<file path="config.mk">
export PLATFORM = sky130hd
export DESIGN_NAME = win_fetch_gen
export DESIGN_NICKNAME = d
export VERILOG_FILES = /design/src/rtl/wfetch_pkg.sv /design/src/rtl/wfetch_ctrl.sv /design/src/rtl/wfetch_dp.sv /design/src/rtl/win_fetch_gen.sv
export SDC_FILE = /design/constraint.sdc
export NUM_CORES = 1
export LEC_CHECK = 0
export BUFFER_PORTS_ARGS = -buffer_cell sky130_fd_sc_hd__buf_2
export CAP_MARGIN = 20
export CORE_MARGIN = 2
export CORE_UTILIZATION = 62
export CTS_BUF_LIST = sky130_fd_sc_hd__clkbuf_16
export CTS_CLUSTER_SIZE = 10
export DETAILED_ROUTE_END_ITERATION = 12
export GPL_ROUTABILITY_DRIVEN = 1
export MAX_ROUTING_LAYER = met4
export PLACE_DENSITY = 0.84
export SLEW_MARGIN = 20
export SYNTH_ARGS = -nofsm -noshare
export SYNTH_HDL_FRONTEND = slang
export SYNTH_SLANG_ARGS = --single-unit
</file>
<file path="constraint.sdc">
create_clock -name clk -period 11.6 [get_ports clk]
set_input_delay 2.32 -clock clk [delete_from_list [all_inputs] [get_ports clk]]
set_output_delay 2.32 -clock clk [all_outputs]
set_load 0.01 [all_outputs]
</file>
<file path="src/rtl/wfetch_pkg.sv">
package wfetch_pkg;

  typedef enum logic {
    ST_IDLE,
    ST_BURST
  } fetchState_t;

  // strobes from the sequencer to the address datapath
  typedef struct packed {
    logic clearFrame;  // rewind the line counter
    logic loadLine;    // compute and capture a new line
    logic advance;     // current burst accepted
    logic lineDone;    // the accepted burst was the last of the line
  } fetchStrobe_t;

  // format code 0 is the only 2-byte layout; everything else is 4 bytes
  function automatic logic isFourByte(input logic [3:0] fmt);
    return fmt != 4'd0;
  endfunction

endpackage

</file>
<file path="src/rtl/wfetch_ctrl.sv">
module wfetch_ctrl
  import wfetch_pkg::*;
(
  input  logic         clk,
  input  logic         rstN,
  input  logic         frameStart,
  input  logic         lineStart,
  input  logic         winEnable,
  input  logic         reqAck,
  input  logic         lastBurst,
  input  logic         linesExhausted,
  output fetchStrobe_t strobe,
  output logic         reqValid
);

  fetchState_t state, stateNext;

  always_comb begin
    strobe    = '0;
    stateNext = state;
    if (frameStart) begin
      strobe.clearFrame = 1'b1;
      stateNext         = ST_IDLE;
    end else begin
      case (state)
        ST_IDLE: begin
          if (lineStart && winEnable && !linesExhausted) begin
            strobe.loadLine = 1'b1;
            stateNext       = ST_BURST;
          end
        end
        ST_BURST: begin
          if (reqAck) begin
            strobe.advance = 1'b1;
            if (lastBurst) begin
              strobe.lineDone = 1'b1;
              stateNext       = ST_IDLE;
            end
          end
        end
        default: stateNext = ST_IDLE;
      endcase
    end
  end

  always_ff @(posedge clk) begin
    if (!rstN) state <= ST_IDLE;
    else       state <= stateNext;
  end

  assign reqValid = (state == ST_BURST);

endmodule

</file>
<file path="src/rtl/wfetch_dp.sv">
module wfetch_dp
  import wfetch_pkg::*;
#(
  parameter int ADDR_W       = 32,
  parameter int DIM_W        = 12,
  parameter int FMT_W        = 4,
  parameter int WIDE_BURST   = 16,
  parameter int NARROW_BURST = 8,
  parameter int NARROW_LIMIT = 128,
  parameter int LEN_W        = $clog2(WIDE_BURST + 1)
) (
  input  logic              clk,
  input  logic              rstN,
  input  fetchStrobe_t      strobe,
  input  logic [ADDR_W-1:0] baseAddr,
  input  logic [DIM_W-1:0]  wholeWidth,
  input  logic [DIM_W-1:0]  offsetX,
  input  logic [DIM_W-1:0]  offsetY,
  input  logic [DIM_W-1:0]  winWidth,
  input  logic [DIM_W-1:0]  winHeight,
  input  logic [FMT_W-1:0]  pixFmt,
  output logic [ADDR_W-1:0] reqAddr,
  output logic [LEN_W-1:0]  reqLen,
  output logic              lastBurst,
  output logic              linesExhausted
);

  localparam int ROW_W    = DIM_W + 1;
  localparam int PIX_W    = 2 * DIM_W + 2;
  localparam int BYTE_W   = PIX_W + 2;
  localparam int LBYTES_W = DIM_W + 2;
  localparam int WORDS_W  = DIM_W + 1;

  logic [DIM_W-1:0]   lineCount;
  logic [ADDR_W-1:0]  curAddr;
  logic [WORDS_W-1:0] wordsLeft;
  logic [LEN_W-1:0]   burstLen;

  logic               fourByte;
  logic [ROW_W-1:0]   rowIdx;
  logic [PIX_W-1:0]   pixIdx;
  logic [BYTE_W-1:0]  byteOff;
  logic [ADDR_W-1:0]  lineAddr;
  logic [LBYTES_W-1:0] lineBytes;
  logic [LBYTES_W:0]  spanBytes;
  logic [WORDS_W-1:0] lineWords;
  logic [LEN_W-1:0]   pickedBurst;

  assign fourByte = isFourByte(4'(pixFmt));
  assign rowIdx   = ROW_W'(offsetY) + ROW_W'(lineCount);
  assign pixIdx   = PIX_W'(rowIdx) * PIX_W'(wholeWidth) + PIX_W'(offsetX);
  assign byteOff  = fourByte ? {pixIdx, 2'b00} : {1'b0, pixIdx, 1'b0};
  assign lineAddr = baseAddr + ADDR_W'(byteOff);

  assign lineBytes = fourByte ? {winWidth, 2'b00} : {1'b0, winWidth, 1'b0};
  assign spanBytes = (LBYTES_W + 1)'(lineAddr[1:0]) + (LBYTES_W + 1)'(lineBytes)
                   + (LBYTES_W + 1)'(3);
  assign lineWords = spanBytes[LBYTES_W:2];

  // burst size depends only on the padded row width
  generate
    if (NARROW_LIMIT > 0) begin : g_narrowSel
      assign pickedBurst = (int'(wholeWidth) < NARROW_LIMIT) ? LEN_W'(NARROW_BURST)
                                                             : LEN_W'(WIDE_BURST);
    end else begin : g_wideOnly
      assign pickedBurst = LEN_W'(WIDE_BURST);
    end
  endgenerate

  assign lastBurst      = wordsLeft <= WORDS_W'(burstLen);
  assign reqLen         = lastBurst ? LEN_W'(wordsLeft) : burstLen;
  assign reqAddr        = curAddr;
  assign linesExhausted = lineCount >= winHeight;

  always_ff @(posedge clk) begin
    if (!rstN) begin
      curAddr   <= '0;
      wordsLeft <= '0;
      burstLen  <= '0;
    end else if (strobe.loadLine) begin
      curAddr   <= {lineAddr[ADDR_W-1:2], 2'b00};
      wordsLeft <= lineWords;
      burstLen  <= pickedBurst;
    end else if (strobe.advance) begin
      curAddr   <= curAddr + ADDR_W'({reqLen, 2'b00});
      wordsLeft <= wordsLeft - WORDS_W'(reqLen);
    end
  end

  always_ff @(posedge clk) begin
    if (!rstN || strobe.clearFrame) lineCount <= '0;
    else if (strobe.lineDone)       lineCount <= lineCount + 1'b1;
  end

endmodule

</file>
<file path="src/rtl/win_fetch_gen.sv">
module win_fetch_gen
  import wfetch_pkg::*;
#(
  parameter int ADDR_W       = 32,
  parameter int DIM_W        = 12,
  parameter int FMT_W        = 4,
  parameter int WIDE_BURST   = 16,
  parameter int NARROW_BURST = 8,
  parameter int NARROW_LIMIT = 128,
  parameter int LEN_W        = $clog2(WIDE_BURST + 1)
) (
  input  logic              clk,
  input  logic              rstN,
  input  logic              frameStart,
  input  logic              lineStart,
  input  logic              winEnable,
  input  logic [ADDR_W-1:0] baseAddr,
  input  logic [DIM_W-1:0]  wholeWidth,
  input  logic [DIM_W-1:0]  offsetX,
  input  logic [DIM_W-1:0]  offsetY,
  input  logic [DIM_W-1:0]  winWidth,
  input  logic [DIM_W-1:0]  winHeight,
  input  logic [FMT_W-1:0]  pixFmt,
  output logic              reqValid,
  output logic [ADDR_W-1:0] reqAddr,
  output logic [LEN_W-1:0]  reqLen,
  input  logic              reqAck
);

  fetchStrobe_t strobe;
  logic         lastBurst;
  logic         linesExhausted;

  wfetch_ctrl u_ctrl (
    .clk            (clk),
    .rstN           (rstN),
    .frameStart     (frameStart),
    .lineStart      (lineStart),
    .winEnable      (winEnable),
    .reqAck         (reqAck),
    .lastBurst      (lastBurst),
    .linesExhausted (linesExhausted),
    .strobe         (strobe),
    .reqValid       (reqValid)
  );

  wfetch_dp #(
    .ADDR_W       (ADDR_W),
    .DIM_W        (DIM_W),
    .FMT_W        (FMT_W),
    .WIDE_BURST   (WIDE_BURST),
    .NARROW_BURST (NARROW_BURST),
    .NARROW_LIMIT (NARROW_LIMIT),
    .LEN_W        (LEN_W)
  ) u_dp (
    .clk            (clk),
    .rstN           (rstN),
    .strobe         (strobe),
    .baseAddr       (baseAddr),
    .wholeWidth     (wholeWidth),
    .offsetX        (offsetX),
    .offsetY        (offsetY),
    .winWidth       (winWidth),
    .winHeight      (winHeight),
    .pixFmt         (pixFmt),
    .reqAddr        (reqAddr),
    .reqLen         (reqLen),
    .lastBurst      (lastBurst),
    .linesExhausted (linesExhausted)
  );

endmodule

</file>
### Word-level counts from Yosys, hierarchy flattened

Index checks and enable logic that the tools add are counted.

| storage, ports and cells | value |
|---|---|
| bits in registers | 63 |
| bits of input ports | 102 |
| output and inout port bits | 38 |
| logic and storage cells | 47 |

| cells by class | value |
|---|---|
| add/sub/neg operators | 8 |
| multiply operators | 1 |
| $lt $le $gt $ge | 3 |
| muxes and demuxes | 18 |
| bitwise operators | 2 |
| reduce and logical (&&, ||, !) cells | 9 |

Operator list:

| kind | count |
|---|---|
| $mux 32 | 2 |
| $add 32x28->32 | 1 |
| $add 32x7->32 | 1 |
| $mux 28 | 1 |
| $add 25x12->26 | 1 |
| $mux 13 | 2 |
| $mul 13x12->25 | 1 |
| $add 15x2->15 const B | 1 |
| $add 2x14->15 | 1 |
| $mux 14 | 1 |
| $add 12x12->13 | 1 |
| $le 13x5->1 | 1 |
| $sub 13x5->13 | 1 |
| $add 12x1->12 const B | 1 |
| $ge 12x12->1 | 1 |
| $lt 12x8->1 const B | 1 |
| $mux 5 | 2 |
| $mux 1 | 6 |
| $mux 2 | 2 |
| $reduce_bool 4->1 | 1 |
| $reduce_or 2->1 | 2 |
| $mux 3 | 1 |
| $logic_and 1x1->1 | 2 |
| $logic_not 1->1 | 2 |
| 4 further kinds | 5 |

### Longest topological paths before layout

Gate-level depths: netlist of run 1.

| depth | value |
|---|---|
| word-level depth | 8 |
| mapped depth | 40 |
| depth with buffers taken out | 38 |

### By module

Synthesis of run 1 repeated with hierarchy kept, for this count alone.

| second synthesis, totals | value |
|---|---|
| cells, all modules | 1,487 |
| area total of the unflattened synthesis | 11,833.8 um^2 |

Modules (own cells, without submodules):

| module | instances | cells each | area an instance (um^2) | sequential area each (um^2) |
|---|---|---|---|---|
| wfetch_dp | 1 | 1,476 | 11,737.5 | 1,141.1 |
| wfetch_ctrl | 1 | 11 | 96.3 | 20.0 |

### Worst setup path after synthesis of run 1

OpenSTA, ideal clock, no wires.

| timing | value |
|---|---|
| kind | input to register |
| from | input offsetY[0] |
| to | register u_dp.curAddr[27] (netlist: u_dp.reqAddr[27]) |
| library setup time | 86 ps |
| arrival time | 10,117 ps |
| required time | 11,514 ps |
| path slack | 1,398 ps |
| stages | 37 |
| buffers on the path | 1 |
| path through | ha_1 -> inv_1 -> fa_1 -> nor2b_1 -> o21ai_1 -> a21oi_1 -> o21ai_1 -> a21oi_1 -> a311oi_1 -> xnor2_1 -> clkbuf_1 -> nand2_1 -> fa_1 -> fa_1 -> inv_1 -> fa_1 -> fa_1 -> inv_1 -> fa_1 -> inv_1 -> ha_1 -> nand2_1 -> o21ai_0 -> nor3_1 -> a221oi_2 -> o21a_1 -> nor2_1 -> xnor2_1 -> mux2_2 -> ha_1 -> and3_1 -> a221oi_1 -> nand2_1 -> or2_2 -> a21oi_1 -> xor2_1 -> a211oi_1 |

| between the ends | value |
|---|---|
| word-level cells in the longest chain between the ends | 6 |

RTL lines:

| item | RTL line | RTL |
|---|---|---|
| start: declaration | win_fetch_gen.sv:20 | `input logic [DIM_W-1:0] offsetY,` |
| $add 12x12->13 | wfetch_dp.sv:50 | `assign rowIdx = ROW_W'(offsetY) + ROW_W'(lineCount);` |
| $mul 13x12->25 | wfetch_dp.sv:51 | `assign pixIdx = PIX_W'(rowIdx) * PIX_W'(wholeWidth) + PIX_W'(offsetX);` |
| $add 25x12->26 | wfetch_dp.sv:51 |  |
| $mux 28 | wfetch_dp.sv:52 | `assign byteOff = fourByte ? {pixIdx, 2'b00} : {1'b0, pixIdx, 1'b0};` |
| $add 32x28->32 | wfetch_dp.sv:53 | `assign lineAddr = baseAddr + ADDR_W'(byteOff);` |
| $mux 32 | wfetch_dp.sv:80 | `end else if (strobe.loadLine) begin` |
| end signal: assignment | wfetch_dp.sv:81 | `curAddr <= {lineAddr[ADDR_W-1:2], 2'b00};` |
| end signal: assignment | wfetch_dp.sv:85 | `curAddr <= curAddr + ADDR_W'({reqLen, 2'b00});` |
| end: declaration | wfetch_dp.sv:35 | `logic [ADDR_W-1:0] curAddr;` |

No other way between the ends.
A chain may end at the register's enable or synchronous reset.

### Final worst setup path of run 1

| timing | value |
|---|---|
| from | input offsetY[1] |
| to | register u_dp.curAddr[27] (netlist: u_dp.reqAddr[27]) |

Same word-level chain as after synthesis.

==> impl_results.md, run 1 <==
- Status: finished clean
- Portion of total power attributed to sequential cells: ~6%
- Main area contributors after synthesis: sky130_fd_sc_hd__fa_1 (21%), sky130_fd_sc_hd__ha_1 (15%), sky130_fd_sc_hd__dfxtp_1 (9.6%), sky130_fd_sc_hd__inv_1 (6.7%), sky130_fd_sc_hd__nand2_1 (5.2%)
- Leakage power of the design: 6.64 nW
- Worst skew pair latency: 0.34 ns
- Average vias per placed instance: between 5 and 6
- Worst setup path class: input port to flip-flop
- Largest fanout on the critical path: 12
- Final hold slack: 0.497 ns
- TritonCTS buffer count: 9
- Via count of the first global-routing pass: 11037
- WL final: around 31000 um
- Root buffer cell: sky130_fd_sc_hd__clkbuf_16
- Pins Over Slew Limit: 0
- Min-delay worst type: flip-flop to flip-flop
- Final-layout setup total negative slack: 0 ns
- Maxcap violations: 0
- Diodes inserted: 0
- Syn_area_per_cell: around 8 um^2
- Average wire per standard cell: 16.2 um
- Die Footprint: 0.0206 mm^2
- Relative slew slack: 42.7%
- RSZ-0062 raised after global routing: false
- IR Drop Worst-Case VDD: 0.402 mV
- Fraction of post-synthesis cell area in the top cell type by area: 20.9%
- Remaining antenna violation count: 0
- Clock tree from TritonCTS: built
- Total half-perimeter wirelength after legalization and detailed placement: 24600 um
- Tcrit/Tclk final: 92.9%
- Max clock buf depth: 2
- Switching Power: ~2.4 mW
- Cell type with the highest occurrence count on the critical path: sky130_fd_sc_hd__fa_1
- Number of register bits inferred by synthesis: 58
- Drt initial violations: 717
- X dimension of the die: 144 um
- Max incr delay on CP: 0.57 ns
- Layout Nets: ~2000
- Sw Ratio: 54.3%
- Number of antenna violations at the first check in global routing: 0
- Combinational power share: 87.3%
- Launching element type of the critical path: input port
- Ys flop type: sky130_fd_sc_hd__dfxtp_1
- Hold buffer count at cts: 0
- Cell Area, Synth: 0.0121 mm^2
- Count of distinct cell types in the synthesized netlist: 82
- Count of synthesis-stage warnings from yosys: 0
- Remaining Overflow, GRT: 0
- Count of clock tree sinks: slightly below 60
- Detailed-route DRC error count: 0
- Post-Synthesis Cells: 1532
- Fraction of layout instances using a drive strength above 1: 12.0%
- Post-CTS setup-driven buffer insertion count: 0
- Placement Rows: 51
- Overall global routing resource usage: 32.3%
- Sequential share of the synthesized area: 9.62%
- Global placement routability congestion: 0.952
- Family of cells with the greatest summed delay on the critical path: adder cells
- Setup-violating endpoint count in the final report: 0
- Commonest cells after routing, fill and taps aside: sky130_fd_sc_hd__inv_1 (216), sky130_fd_sc_hd__nand2_1 (167), sky130_fd_sc_hd__ha_1 (141)
- Synth area leader: sky130_fd_sc_hd__fa_1
- Arrival time at the worst endpoint: 10.99 ns
- CP endpoint kind: flip-flop
- Routed via count: 11066
- Actual slew at the worst max-slew pin: 0.838 ns
- Internal power consumption: 2.03 mW
- Area growth from synthesis to layout: 10.2%
- Post-CTS Resized: 0
- Pin count of the biggest net entering global routing: 50
- Clock tree skew after final layout: between 0.01 and 0.015 ns
- Core area: 0.0193 mm^2
- Number of flops mapped to enable cells by yosys: 0
- CP Buf/Inv Count: 5
- Fraction of registers with async set/reset: 0%
- Count of final hold-check violations: 0
- Most frequent standard cell in the layout excluding fill and tap cells: sky130_fd_sc_hd__inv_1
- Fill cell count: around 1600
- Reg2Reg Setup Slack: between 2 and 2.5 ns
- Number of buffers inserted by port buffering: 137
- Critical Path RT: 11.81 ns
- Maximum clock rate: 92.8 MHz
- Post-layout min period: 10.78 ns
- Pwr Density: 334 mW/mm^2
- Top-level I/O count: 140
- Drt first pass iters: 7
- Post-CTS clock slew at the launch and capture registers of the worst setup and hold paths: 0.07 ns
- Clock group share of total power: 6.7%
- Starting utilization of the core area: 62.7%
- Vertical extent of the die: 144 um
- Deepest level of the CTS H-tree: 3
- First-pass GRT wire length: 52300 um
- Slowest cell on crit path: sky130_fd_sc_hd__fa_1
[through the flow]
stage	area, um^2	setup WS (ns)	cells	util (%)	power (mW)
detailed placement	13000	0.624	1893	67.4	4.04
CTS	13300	0.908	1909	69.1	4.38
global placement	13000	0.875	1893	67.4	3.99
global route	13300	0.275	1909	69.1	4.91
floorplan	12100	1.40	1533	-	3.26
finish	13300	0.824	1909	69.1	4.44
[per-layer routing]
metal	up-vias	track usage [%]	routed length (um)	part of all wire (%)
li1	5314	-	-	-
met5	-	-	0	0
met2	432	52.8	14700	48
met4	0	8.15	804	2.6
met1	5254	41.6	13000	42
met3	66	5.86	2350	7.6
[path summary, 6_finish.rpt]
| check | depth (start not counted) | endpoint | start |
|---|---|---|---|
| hold / removal | 2 | u_dp.reqAddr[2]$_SDFFE_PN0P_ | u_dp.reqAddr[2]$_SDFFE_PN0P_ |
| hold reg to reg | 2 | u_dp.reqAddr[2]$_SDFFE_PN0P_ | u_dp.reqAddr[2]$_SDFFE_PN0P_ |
| setup reg to reg | 38 | u_dp.reqAddr[27]$_SDFFE_PN0P_ | u_dp.lineCount[0]$_SDFFE_PP0P_ |
| setup / recovery | 36 | u_dp.reqAddr[27]$_SDFFE_PN0P_ | offsetY[1] |
[power by group through the flow]
| stage | Clock (mW) | Sequential [mW] | Combinational [mW] |
|---|---|---|---|
| final | 0.297 | 0.267 | 3.88 |
| after global placement | 0 | 0.268 | 3.72 |
| after global routing | 0.307 | 0.270 | 4.33 |
| after detailed placement | 0 | 0.268 | 3.77 |
| after floorplan | 0 | 0.271 | 2.99 |
| after CTS | 0.298 | 0.265 | 3.82 |
[worst min-delay path: stages, from the launching register on]
cell and delay, ns:
sky130_fd_sc_hd__dfxtp_1 0.32, sky130_fd_sc_hd__nand2_1 0.06, sky130_fd_sc_hd__a21oi_1 0.06
[state kept, by name (all words and copies together), names as in the netlist]
signal / cells
u_ctrl.reqValid: 1
u_dp.burstLen: 2
u_dp.wordsLeft: 13
u_dp.lineCount: 12
u_dp.reqAddr: 30
[layout make-up]
cell class	instances	area [um^2]	share of cell area, %
repair buffers	154	813	6.11
clock inverters	7	103	0.771
inverters	217	815	6.12
flip-flops and latches	58	1160	8.72
clock buffers	9	225	1.69
multi-input cells	1199	9860	74.1
well taps	265	332	2.49
[synthesized netlist by cell type (9+ instances only)]
cell type                  count
sky130_fd_sc_hd__and2_1       87
sky130_fd_sc_hd__nand3_1      33
sky130_fd_sc_hd__a211oi_1     21
sky130_fd_sc_hd__inv_1       216
sky130_fd_sc_hd__o211ai_1     10
sky130_fd_sc_hd__dfxtp_1      58
sky130_fd_sc_hd__o21bai_1      9
sky130_fd_sc_hd__ha_1        141
sky130_fd_sc_hd__nand4_1      11
sky130_fd_sc_hd__a31oi_1      14
sky130_fd_sc_hd__nand2_1     167
sky130_fd_sc_hd__xnor2_1      44
sky130_fd_sc_hd__o21ai_0      59
sky130_fd_sc_hd__and3_1       18
sky130_fd_sc_hd__nor2b_1      25
sky130_fd_sc_hd__nand2b_1     19
sky130_fd_sc_hd__a21o_1       30
sky130_fd_sc_hd__clkbuf_1     49
sky130_fd_sc_hd__fa_1        126
sky130_fd_sc_hd__nor2_1       98
sky130_fd_sc_hd__a21oi_1      92
sky130_fd_sc_hd__nor3_1       18
sky130_fd_sc_hd__o21a_1       11
sky130_fd_sc_hd__xor2_1       44
[logic make-up (layout without fill, tap and decap cells)]
kind of cell / Yosys count / after routing / share of synthesized area, %
AND/OR/NAND/NOR: 516 / 516 / 21.4
AO/OA/AOI/OAI: 314 / 314 / 17.2
buffers and inverters: 276 / 387 / 8.83
adder cells (fa/ha/maj): 267 / 267 / 35.5
XOR/XNOR: 88 / 88 / 6.38
other: 2 / 3 / 0.0622
flip-flops: 58 / 58 / 9.62
multiplexers: 11 / 11 / 0.943
No activity file was read; power rests on OpenSTA's default activity.
==> inputs of run 2 (changes only) <==
clock period = 11.75 ns   (was 11.6 ns; I/O delays follow)
==> impl_results.md, run 2 (same netlist as run 1, synthesis figures left out) <==
- Clock tree from TritonCTS: built
- Capture point of the worst reg-to-reg path: u_dp.reqAddr[27]$_SDFFE_PN0P_
- Switching Power: 2.39 mW (-0.85%)
- Layout Nets: 2008 (unchanged)
- Final-layout setup total negative slack: 0 ns (unchanged)
- Max clock buf depth: 2 (unchanged)
- Pin count of the biggest net entering global routing: 50 (unchanged)
- Post-CTS setup-driven buffer insertion count: 0 (unchanged)
- Number of flip-flops under the largest register name: 30 (unchanged)
- Max incr delay on CP: 0.54 ns (-0.03 ns)
- Pins Over Slew Limit: 0 (unchanged)
- Drt initial violations: 794 (+11%)
- Clock group share of total power: 5.8% (-0.9 points)
- Commonest cells after routing, fill and taps aside: sky130_fd_sc_hd__inv_1 (216), sky130_fd_sc_hd__nand2_1 (167), sky130_fd_sc_hd__ha_1 (141)
- CP Buf/Inv Count: 6 (+1)
- Clock tree skew after final layout: 0.00981 ns (-0.00160 ns)
- Post-layout min period: 10.70 ns
- Setup-violating endpoint count in the final report: 0 (unchanged)
- Combinational power share: 88.1% (+0.8 points)
- Tcrit/Tclk final: 91.1%
- Critical Path RT: 11.96 ns (+0.15 ns)
- Global placement routability congestion: 0.935 (-1.8%)
- Remaining Overflow, GRT: 0 (unchanged)
- Setup crit end: u_dp.reqAddr[27]$_SDFFE_PN0P_
- Area growth from synthesis to layout: 9.86%
- Fill cell count: 1565 (-1.6%)
- Sw Ratio: 55.0% (+0.67 points)
- Drt first pass iters: 5 (-2)
- X dimension of the die: 144 um (unchanged)
- Average vias per placed instance: 5.82 (+0.33%)
- Internal power consumption: 1.96 mW (-3.5%)
- Maximum clock rate: ~93 MHz
- Post-CTS Resized: 0 (unchanged)
- Maxcap violations: 0 (unchanged)
- Starting utilization of the core area: 62.7% (unchanged)
- Slowest cell on crit path: sky130_fd_sc_hd__fa_1
- Placed cells: 1893 (unchanged)
- Detailed-route DRC error count: 0 (unchanged)
- Worst skew pair latency: 0.35 ns (about the same)
- Die Footprint: 0.0206 mm^2 (unchanged)
- Core area: 0.0193 mm^2 (unchanged)
- Via count of the first global-routing pass: 11243 (+1.9%)
- RSZ-0062 raised after global routing: false
- CP endpoint kind: flip-flop
- Arrival time at the worst endpoint: 10.92 ns (-0.07 ns)
- Post-CTS clock slew at the launch and capture registers of the worst setup and hold paths: 0.06 ns (about the same)
- Largest fanout on the critical path: 12 (unchanged)
- Count of final hold-check violations: 0 (unchanged)
- Overall global routing resource usage: 32.4% (+0.12 points)
- Total half-perimeter wirelength after legalization and detailed placement: 25000 um (+1.6%)
- Routed via count: 11114 (+0.43%)
- Relative slew slack: 44.4% (+1.7 points)
- Most frequent standard cell in the layout excluding fill and tap cells: sky130_fd_sc_hd__inv_1
- Launching element type of the critical path: input port
- Hold buffer count at cts: 0 (unchanged)
- Critical path origin: offsetY[0]
- First-pass GRT wire length: 52400 um (+0.28%)
- IR Drop Worst-Case VDD: 0.361 mV (-10%)
- Fraction of layout instances using a drive strength above 1: 11.9% (-0.061 points)
- Cell type with the highest occurrence count on the critical path: sky130_fd_sc_hd__fa_1
- Deepest level of the CTS H-tree: 3 (unchanged)
- Remaining antenna violation count: 0 (unchanged)
- Min-delay worst type: flip-flop to flip-flop
- TritonCTS buffer count: 9 (unchanged)
- Status: finished clean
- Reg2Reg Setup Slack: 2.58 ns (+0.19 ns)
- Number of buffers inserted by port buffering: 137 (unchanged)
- Top-level I/O count: 140 (unchanged)
- Leakage power of the design: 6.61 nW (-0.45%)
- Count of clock tree sinks: 58 (unchanged)
- Final total power: 4.35 mW (-2.0%)
- Portion of total power attributed to sequential cells: 6.1% (about the same)
- Worst flop-to-flop path startpoint: u_dp.lineCount[0]$_SDFFE_PP0P_
- Post-route insts no fill: 1911 (+0.10%)
- Pwr Density: 328 mW/mm^2 (-1.7%)
- Worst setup path class: input port to flip-flop
- Number of antenna violations at the first check in global routing: 2 (+2)
- Root buffer cell: sky130_fd_sc_hd__clkbuf_16
- Family of cells with the greatest summed delay on the critical path: adder cells
- Vertical extent of the die: 144 um (unchanged)
- Average wire per standard cell: 16.2 um (about the same)
- WL final: 31000 um (+0.15%)
- Logic depth of the worst register-to-register path: 37 (-2.6%)
- Placement Rows: 51 (unchanged)
- Actual slew at the worst max-slew pin: 0.813 ns (-0.0246 ns)
- Number of gates on the worst path with buffers counted: 38 (+5.6%)
-- run 2: worst register-to-register path: cells and delay by family (launching register included) --
kind                       cells  cell delay, ns
AOI/OAI and AO/OA             11            2.22
muxes                          1            0.27
DFF                            1            0.48
buffers and inverters          5            0.44
adders and majority gates      9            3.90
xor gates and xnor gates       3            0.55
and+or+nand+nor                8            1.18
-- run 2: worst min path at each step --
stage | start | endpoint | slack [ns] | depth (start not counted)
finish | u_dp.reqAddr[2]$_SDFFE_PN0P_ | u_dp.reqAddr[2]$_SDFFE_PN0P_ | 0.49 | 2
global route | u_dp.reqAddr[2]$_SDFFE_PN0P_ | u_dp.reqAddr[2]$_SDFFE_PN0P_ | 0.51 | 2
CTS | u_dp.reqAddr[2]$_SDFFE_PN0P_ | u_dp.reqAddr[2]$_SDFFE_PN0P_ | 0.49 | 2
detailed placement | u_dp.reqAddr[2]$_SDFFE_PN0P_ | u_dp.reqAddr[2]$_SDFFE_PN0P_ | 0.48 | 2
global placement | u_dp.reqAddr[2]$_SDFFE_PN0P_ | u_dp.reqAddr[2]$_SDFFE_PN0P_ | 0.46 | 2
floorplan | u_dp.burstLen[4]$_SDFFE_PN0P_ | u_dp.burstLen[4]$_SDFFE_PN0P_ | 0.47 | 2
-- run 2: metrics by stage --
step / hold slack (ns) / area (um^2) / worst slack (ns) / util [%]
2_1_floorplan: 0.469 / 12100 / 1.52 / -
3_3_place_gp: 0.464 / 13000 / 0.999 / 67.4
3_5_place_dp: 0.484 / 13000 / 0.749 / 67.4
4_1_cts: 0.491 / 13300 / 1.08 / 68.8
5_1_grt: 0.513 / 13300 / 0.437 / 68.8
6_report: 0.492 / 13300 / 1.05 / 68.8
-- run 2: per-layer routing --
| metal | GRT usage [%] | routed length, um | up-vias |
|---|---|---|---|
| li1 | - | - | 5312 |
| met1 | 40.4 | 13000 | 5320 |
| met2 | 53.8 | 15000 | 410 |
| met3 | 5.46 | 2220 | 72 |
| met4 | 10.6 | 835 | 0 |
| met5 | - | 0 | - |
-- run 2: cell type report --
type,instances,area (um^2),share of cell area [%]
Sequential cell,58,1160,8.75
Inverter,217,815,6.14
Tap cell,265,332,2.50
Clock buffer,9,225,1.70
Timing Repair Buffer,154,813,6.13
Multi-Input combinational cell,1199,9860,74.3
Clock inverter,7,52.6,0.396
Antenna cell,2,5.00,0.0377
-- run 2: power by group through the flow --
stage / registers (mW) / clock network (mW) / logic (mW)
after floorplan: 0.267 / 0 / 2.95
after global placement: 0.264 / 0 / 3.67
after detailed placement: 0.264 / 0 / 3.75
after CTS: 0.261 / 0.254 / 3.79
after global routing: 0.267 / 0.261 / 4.28
final: 0.264 / 0.252 / 3.83
